### src/rtl/can_tst_pkg.sv
package can_tst_pkg;
  localparam int unsigned REG_W      = 32;
  localparam int unsigned BIT_SILENT = 3;
  localparam int unsigned BIT_INT_LB = 4;
  localparam int unsigned BIT_TXS_LO = 5;
  localparam int unsigned BIT_TXS_HI = 6;
  localparam int unsigned BIT_RXMON  = 7;
  localparam int unsigned BIT_EXT_LB = 8;
  localparam int unsigned BIT_RAM_DA = 9;

  typedef enum logic [1:0] {
    TXS_CORE = 2'b00,
    TXS_SMP  = 2'b01,
    TXS_DOM  = 2'b10,
    TXS_REC  = 2'b11
  } tx_sel_e;

  typedef struct packed {
    logic    ram_da;
    logic    ext_lb;
    tx_sel_e tx_sel;
    logic    int_lb;
    logic    silent;
  } tst_cfg_t;
endpackage

### src/rtl/can_tst_rx_sync.sv
module can_tst_rx_sync #(
  parameter int unsigned STAGES    = 2,
  parameter logic        RESET_VAL = 1'b1
) (
  input  logic clk_i,
  input  logic rst_ni,
  input  logic d_i,
  output logic q_o
);
  logic [STAGES-1:0] sync_q;

  generate
    for (genvar s = 0; s < STAGES; s++) begin : g_stage
      if (s == 0) begin : g_first
        always_ff @(posedge clk_i or negedge rst_ni) begin
          if (!rst_ni) sync_q[0] <= RESET_VAL;
          else         sync_q[0] <= d_i;
        end
      end else begin : g_next
        always_ff @(posedge clk_i or negedge rst_ni) begin
          if (!rst_ni) sync_q[s] <= RESET_VAL;
          else         sync_q[s] <= sync_q[s-1];
        end
      end
    end
  endgenerate

  assign q_o = sync_q[STAGES-1];
endmodule

### src/rtl/can_tst_regs.sv
module can_tst_regs
  import can_tst_pkg::*;
#(
  parameter int unsigned DATA_W = REG_W
) (
  input  logic              clk_i,
  input  logic              rst_ni,
  input  logic              test_en_i,
  input  logic              wr_en_i,
  input  logic [DATA_W-1:0] wr_data_i,
  input  logic              rx_mon_i,
  output tst_cfg_t          cfg_o,
  output logic [DATA_W-1:0] rd_data_o
);
  tst_cfg_t cfg_q;
  logic     wr_ok;

  // writes are protected by the external test enable
  assign wr_ok = wr_en_i & test_en_i;

  always_ff @(posedge clk_i or negedge rst_ni) begin
    if (!rst_ni) begin
      cfg_q <= '0;
    end else if (wr_ok) begin
      cfg_q.ram_da <= wr_data_i[BIT_RAM_DA];
      cfg_q.ext_lb <= wr_data_i[BIT_EXT_LB];
      cfg_q.tx_sel <= tx_sel_e'(wr_data_i[BIT_TXS_HI:BIT_TXS_LO]);
      cfg_q.int_lb <= wr_data_i[BIT_INT_LB];
      cfg_q.silent <= wr_data_i[BIT_SILENT];
    end
  end

  always_comb begin
    rd_data_o                        = '0;
    rd_data_o[BIT_RAM_DA]            = cfg_q.ram_da;
    rd_data_o[BIT_EXT_LB]            = cfg_q.ext_lb;
    rd_data_o[BIT_RXMON]             = rx_mon_i;
    rd_data_o[BIT_TXS_HI:BIT_TXS_LO] = cfg_q.tx_sel;
    rd_data_o[BIT_INT_LB]            = cfg_q.int_lb;
    rd_data_o[BIT_SILENT]            = cfg_q.silent;
  end

  assign cfg_o = cfg_q;
endmodule

### src/rtl/can_tst_route.sv
module can_tst_route
  import can_tst_pkg::*;
(
  input  logic    test_en_i,
  input  tx_sel_e tx_sel_i,
  input  logic    int_lb_i,
  input  logic    silent_i,
  input  logic    ram_da_i,
  input  logic    core_tx_i,
  input  logic    core_smp_i,
  input  logic    rx_sync_i,
  output logic    tx_pin_o,
  output logic    core_rx_o,
  output logic    ram_direct_o
);
  tx_sel_e act_sel;
  logic    act_int_lb;
  logic    act_silent;

  // stored settings are gated off while test mode is disabled
  assign act_sel      = test_en_i ? tx_sel_i : TXS_CORE;
  assign act_int_lb   = test_en_i & int_lb_i;
  assign act_silent   = test_en_i & silent_i;
  assign ram_direct_o = test_en_i & ram_da_i;

  assign core_rx_o = act_int_lb ? core_tx_i : rx_sync_i;

  always_comb begin
    unique case (act_sel)
      TXS_SMP:  tx_pin_o = core_smp_i;
      TXS_DOM:  tx_pin_o = 1'b0;
      TXS_REC:  tx_pin_o = 1'b1;
      default:  tx_pin_o = (act_int_lb | act_silent) ? 1'b1 : core_tx_i;
    endcase
  end
endmodule

### src/rtl/can_test_pinctl.sv
module can_test_pinctl
  import can_tst_pkg::*;
#(
  parameter int unsigned DATA_W      = REG_W,
  parameter int unsigned SYNC_STAGES = 2
) (
  input  logic              clk_i,
  input  logic              rst_ni,
  input  logic              test_en_i,
  input  logic              wr_en_i,
  input  logic [DATA_W-1:0] wr_data_i,
  output logic [DATA_W-1:0] rd_data_o,
  input  logic              core_tx_i,
  input  logic              core_smp_i,
  output logic              core_rx_o,
  output logic              tx_pin_o,
  input  logic              rx_pin_i,
  output logic              ram_direct_o
);
  logic     rx_sync;
  tst_cfg_t cfg;

  can_tst_rx_sync #(
    .STAGES   (SYNC_STAGES),
    .RESET_VAL(1'b1)
  ) i_rx_sync (
    .clk_i (clk_i),
    .rst_ni(rst_ni),
    .d_i   (rx_pin_i),
    .q_o   (rx_sync)
  );

  can_tst_regs #(
    .DATA_W(DATA_W)
  ) i_regs (
    .clk_i    (clk_i),
    .rst_ni   (rst_ni),
    .test_en_i(test_en_i),
    .wr_en_i  (wr_en_i),
    .wr_data_i(wr_data_i),
    .rx_mon_i (rx_sync),
    .cfg_o    (cfg),
    .rd_data_o(rd_data_o)
  );

  can_tst_route i_route (
    .test_en_i   (test_en_i),
    .tx_sel_i    (cfg.tx_sel),
    .int_lb_i    (cfg.int_lb),
    .silent_i    (cfg.silent),
    .ram_da_i    (cfg.ram_da),
    .core_tx_i   (core_tx_i),
    .core_smp_i  (core_smp_i),
    .rx_sync_i   (rx_sync),
    .tx_pin_o    (tx_pin_o),
    .core_rx_o   (core_rx_o),
    .ram_direct_o(ram_direct_o)
  );
endmodule

### config.mk
export PLATFORM = sky130hd
export DESIGN_NAME = can_test_pinctl
export DESIGN_NICKNAME = d
export VERILOG_FILES = /design/src/rtl/can_tst_pkg.sv /design/src/rtl/can_tst_rx_sync.sv /design/src/rtl/can_tst_regs.sv /design/src/rtl/can_tst_route.sv /design/src/rtl/can_test_pinctl.sv
export SDC_FILE = /design/constraint.sdc
export NUM_CORES = 1
export LEC_CHECK = 0
export ABC_AREA = 1
export CORE_UTILIZATION = 25
export CTS_BUF_LIST = sky130_fd_sc_hd__clkbuf_8 sky130_fd_sc_hd__clkbuf_16
export DETAILED_ROUTE_END_ITERATION = 6
export GPL_TIMING_DRIVEN = 0
export HOLD_SLACK_MARGIN = 0.06
export MAX_ROUTING_LAYER = met4
export PLACE_DENSITY = 0.86
export SLEW_MARGIN = 5
export SYNTH_ARGS = -nofsm -noshare
export SYNTH_HDL_FRONTEND = slang
export SYNTH_SLANG_ARGS = --single-unit
### constraint.sdc
create_clock -name clk_i -period 1 [get_ports clk_i]
set_input_delay 0.2 -clock clk_i [delete_from_list [all_inputs] [get_ports clk_i]]
set_output_delay 0.2 -clock clk_i [all_outputs]
set_load 0.02 [all_outputs]
==> impl_metrics.csv <==
group,metric,value,unit
routing,drt_pass1_iterations,4,
sta,skew,0.0000630,ns
floorplan,die_height,50.8,um
synthesis,ys_seq_elements,8,
grt,grt_overflow,0,
worst_setup_path,crit_path_start_kind,"flip-flop",
clock_tree,numCtsBuffers,3,
sta,fmax,0.806,GHz
routing,wire_per_inst,7.77,um
final_layout,insertedDiodeCount,0,
synthesis,post_synth.cell_area_avg,8.37,sq um
pwr,combPwrFrac,0.408,
place,dpl.hpwl,992,um
final_layout,post-route-util,0.480,
routing,final_antenna_net_count,0,
sta,holdWs,0.234,ns
pwr,p_sw_frac,0.319,
sta,finalSetupViolCount,9,
worst_setup_path,critPathCapture,"tx_pin_o",
clock_tree,cts_sinks,8,
worst_setup_path,cp_max_fo,4,
routing,num_vias,539,
grt,grt_pass1_vias,404,
sta,final_hold_viol_count,0,
clock_tree,tritoncts,"done",
worst_setup_path,startpoint,"i_regs.cfg_o[3]",
grt,grt_pass1_wl,1660,um
run_status,status,"complete, but fails checks",
synthesis,ys_warn_count,0,
worst_setup_path,critPathKind,"reg2out",
grt,grt_antenna_before_repair,0,
synthesis,syn_inst,71,
floorplan,core,0.00223,sq mm
floorplan,start_util,0.266,
floorplan,die_w,50.8,um
worst_setup_path,reg2reg_depth,4,
worst_setup_path,crit_path_end_kind,"output port",
synthesis,yosysSeqAreaShare,0.341,
final_layout,area_growth,80.4,%
run_status,violations,"negative setup slack",
pwr,clkPwrFrac,0.297,
worst_setup_path,r2r-start,"i_regs.cfg_o[2]",
pwr,seqPwrFrac,0.295,
pwr,p_leak,0.619,nW
sta,slew_violations,0,
worst_setup_path,r2r-end,"i_regs.cfg_o[2]",
pwr,p_switching,433,uW
clock_tree,cts_root_buf,"clkbuf_8",
clock_tree,clk_pin_slew,0.04,ns
sta,fin_crit_sh,1.24,
final_layout,nets,169,
worst_setup_path,reg2reg_setup_slack,0.13,ns
place,dpl_cell_area,943,sq um
clock_tree,clk_path_buf_depth,2,
floorplan,io_pins,74,
worst_setup_path,arrival,1.04,ns
flow_run,maxCapViolations,0,
pwr,p_per_area,1260,mW/mm^2
routing,drt_iter0_markers,9,
clock_tree,cts_htree_levels,1,
clock_tree,worstSkewPairLatency,0.23,ns
pwr,total_power,1.36,mW
sta,rsz0062_at_grt,"true",
worst_setup_path,critPathRequiredTime,0.80,ns
synthesis,syn-cell-area,594,sq um
pwr,p_int,922,uW
pwr,irDropWorstVdd,655,uV
routing,routed_via_density,3.43,
grt,grt_max_degree,9,
sta,layout_setup_ws,-0.241,ns
grt,gr-usage-all-layers,0.0934,
final_layout,drive_gt1_frac,0.481,
final_layout,final_area,0.00107,sq mm
synthesis,synth_cell_types,13,
floorplan,rows,17,
min_path,hp-class,"in2async",
place,gp_congestion,0.766,
routing,route.detailed.drc,0,
place,io_buffers,22,
floorplan,die-area,0.00258,sq mm
routing,drt_wl_total,1220,um
sta,fin_crit,1.24,ns
[placed cells by master (no fill, tap or decap)]
cell and n:
nand2_2 3, clkinvlp_4 1, buf_2 1, inv_1 2, o21ai_2 1, nand3_1 6, o21ai_1 1, dfrtp_2 1
nand2_4 2, buf_6 13, dlygate4sd2_1 2, buf_4 34, dfstp_2 2, nand2_1 15, clkdlybuf4s50_1 10, o21bai_1 1
clkbuf_8 3, nand3_2 1, conb_1 25, dfrtp_1 5
[metrics by stage]
stage                     TNS (ns)  worst slack (ns)  cells
final                        -1.20            -0.241    157
after global routing         -1.42            -0.281    157
after CTS                    -1.18            -0.243    155
after detailed placement     -5.46            -0.909    145
after global placement       -5.17            -0.872    145
after floorplan                  0            0.0340     95
[critical path, stage by stage, from the launching register on]
cell and delay (ns):
dfrtp_1 0.42, o21bai_1 0.18, nand2_2 0.08, buf_6 0.13
[registers in the layout, summed over array words and instances (netlist names)]
name / flops
i_rx_sync.q_o: 1
i_rx_sync.sync_q: 1
i_regs.cfg_o: 6
[cell families after synthesis]
kind of cell	share of synthesized area
compound gates	0.0295
buf+inv	0.404
flops	0.341
other cells	0.00631
simple gates	0.219
[power groups by stage]
stage / combinational, mW / sequential, mW / clock, mW
after global routing: 0.592 / 0.404 / 0.422
after floorplan: 0.294 / 0.412 / 0
after CTS: 0.527 / 0.397 / 0.411
after detailed placement: 0.477 / 0.401 / 0
final: 0.553 / 0.400 / 0.402
after global placement: 0.467 / 0.400 / 0
[cell type report]
type	instances	area (sq um)
Clock buffer	3	41.3
Multi-Input combinational cell	55	253
Sequential cell	8	204
Buffer	30	240
Clock inverter	1	3.75
Fill cell	214	1160
Inverter	2	11.3
Tap cell	28	35.0
Timing Repair Buffer	30	284
[cell usage after synthesis (all sizes together)]
| cell | instances | area (sq um) |
|---|---|---|
| buf | 30 | 229 |
| nand2 | 20 | 90.1 |
| nand3 | 7 | 40.0 |
| dfrtp | 6 | 150 |
| dfstp | 2 | 52.6 |
| o21ai | 2 | 10.0 |
| clkinvlp | 1 | 7.51 |
| conb | 1 | 3.75 |
| inv | 1 | 3.75 |
| o21bai | 1 | 7.51 |
[per-layer routing]
metal / up-vias / share of wire / track usage
met1: 216 / 0.35 / 0.0936
met4: 0 / 0.017 / 0.0556
li1: 283 / - / -
met3: 3 / 0.11 / 0.0303
met5: - / 0 / -
met2: 37 / 0.53 / 0.158
[worst min-delay path by stage]
stage,to,slack [ns],depth (start not counted)
global placement,i_rx_sync.q_o,0.35,0
floorplan,i_regs.cfg_o[0],-0.1,0
detailed placement,i_rx_sync.q_o,0.35,0
CTS,i_regs.cfg_o[1],0.25,1
finish,i_regs.cfg_o[1],0.23,1
global route,i_regs.cfg_o[1],0.27,1
[repair_timing]
item | 4_1_cts | 5_1_grt
setup endpoints to repair | 10 | 9
hold buffers | 0 | 0
pin swaps | 5 | 1
gates resized for setup | 61 | 5
setup buffers | 6 | 2
Power figures use the tool's default switching activity.
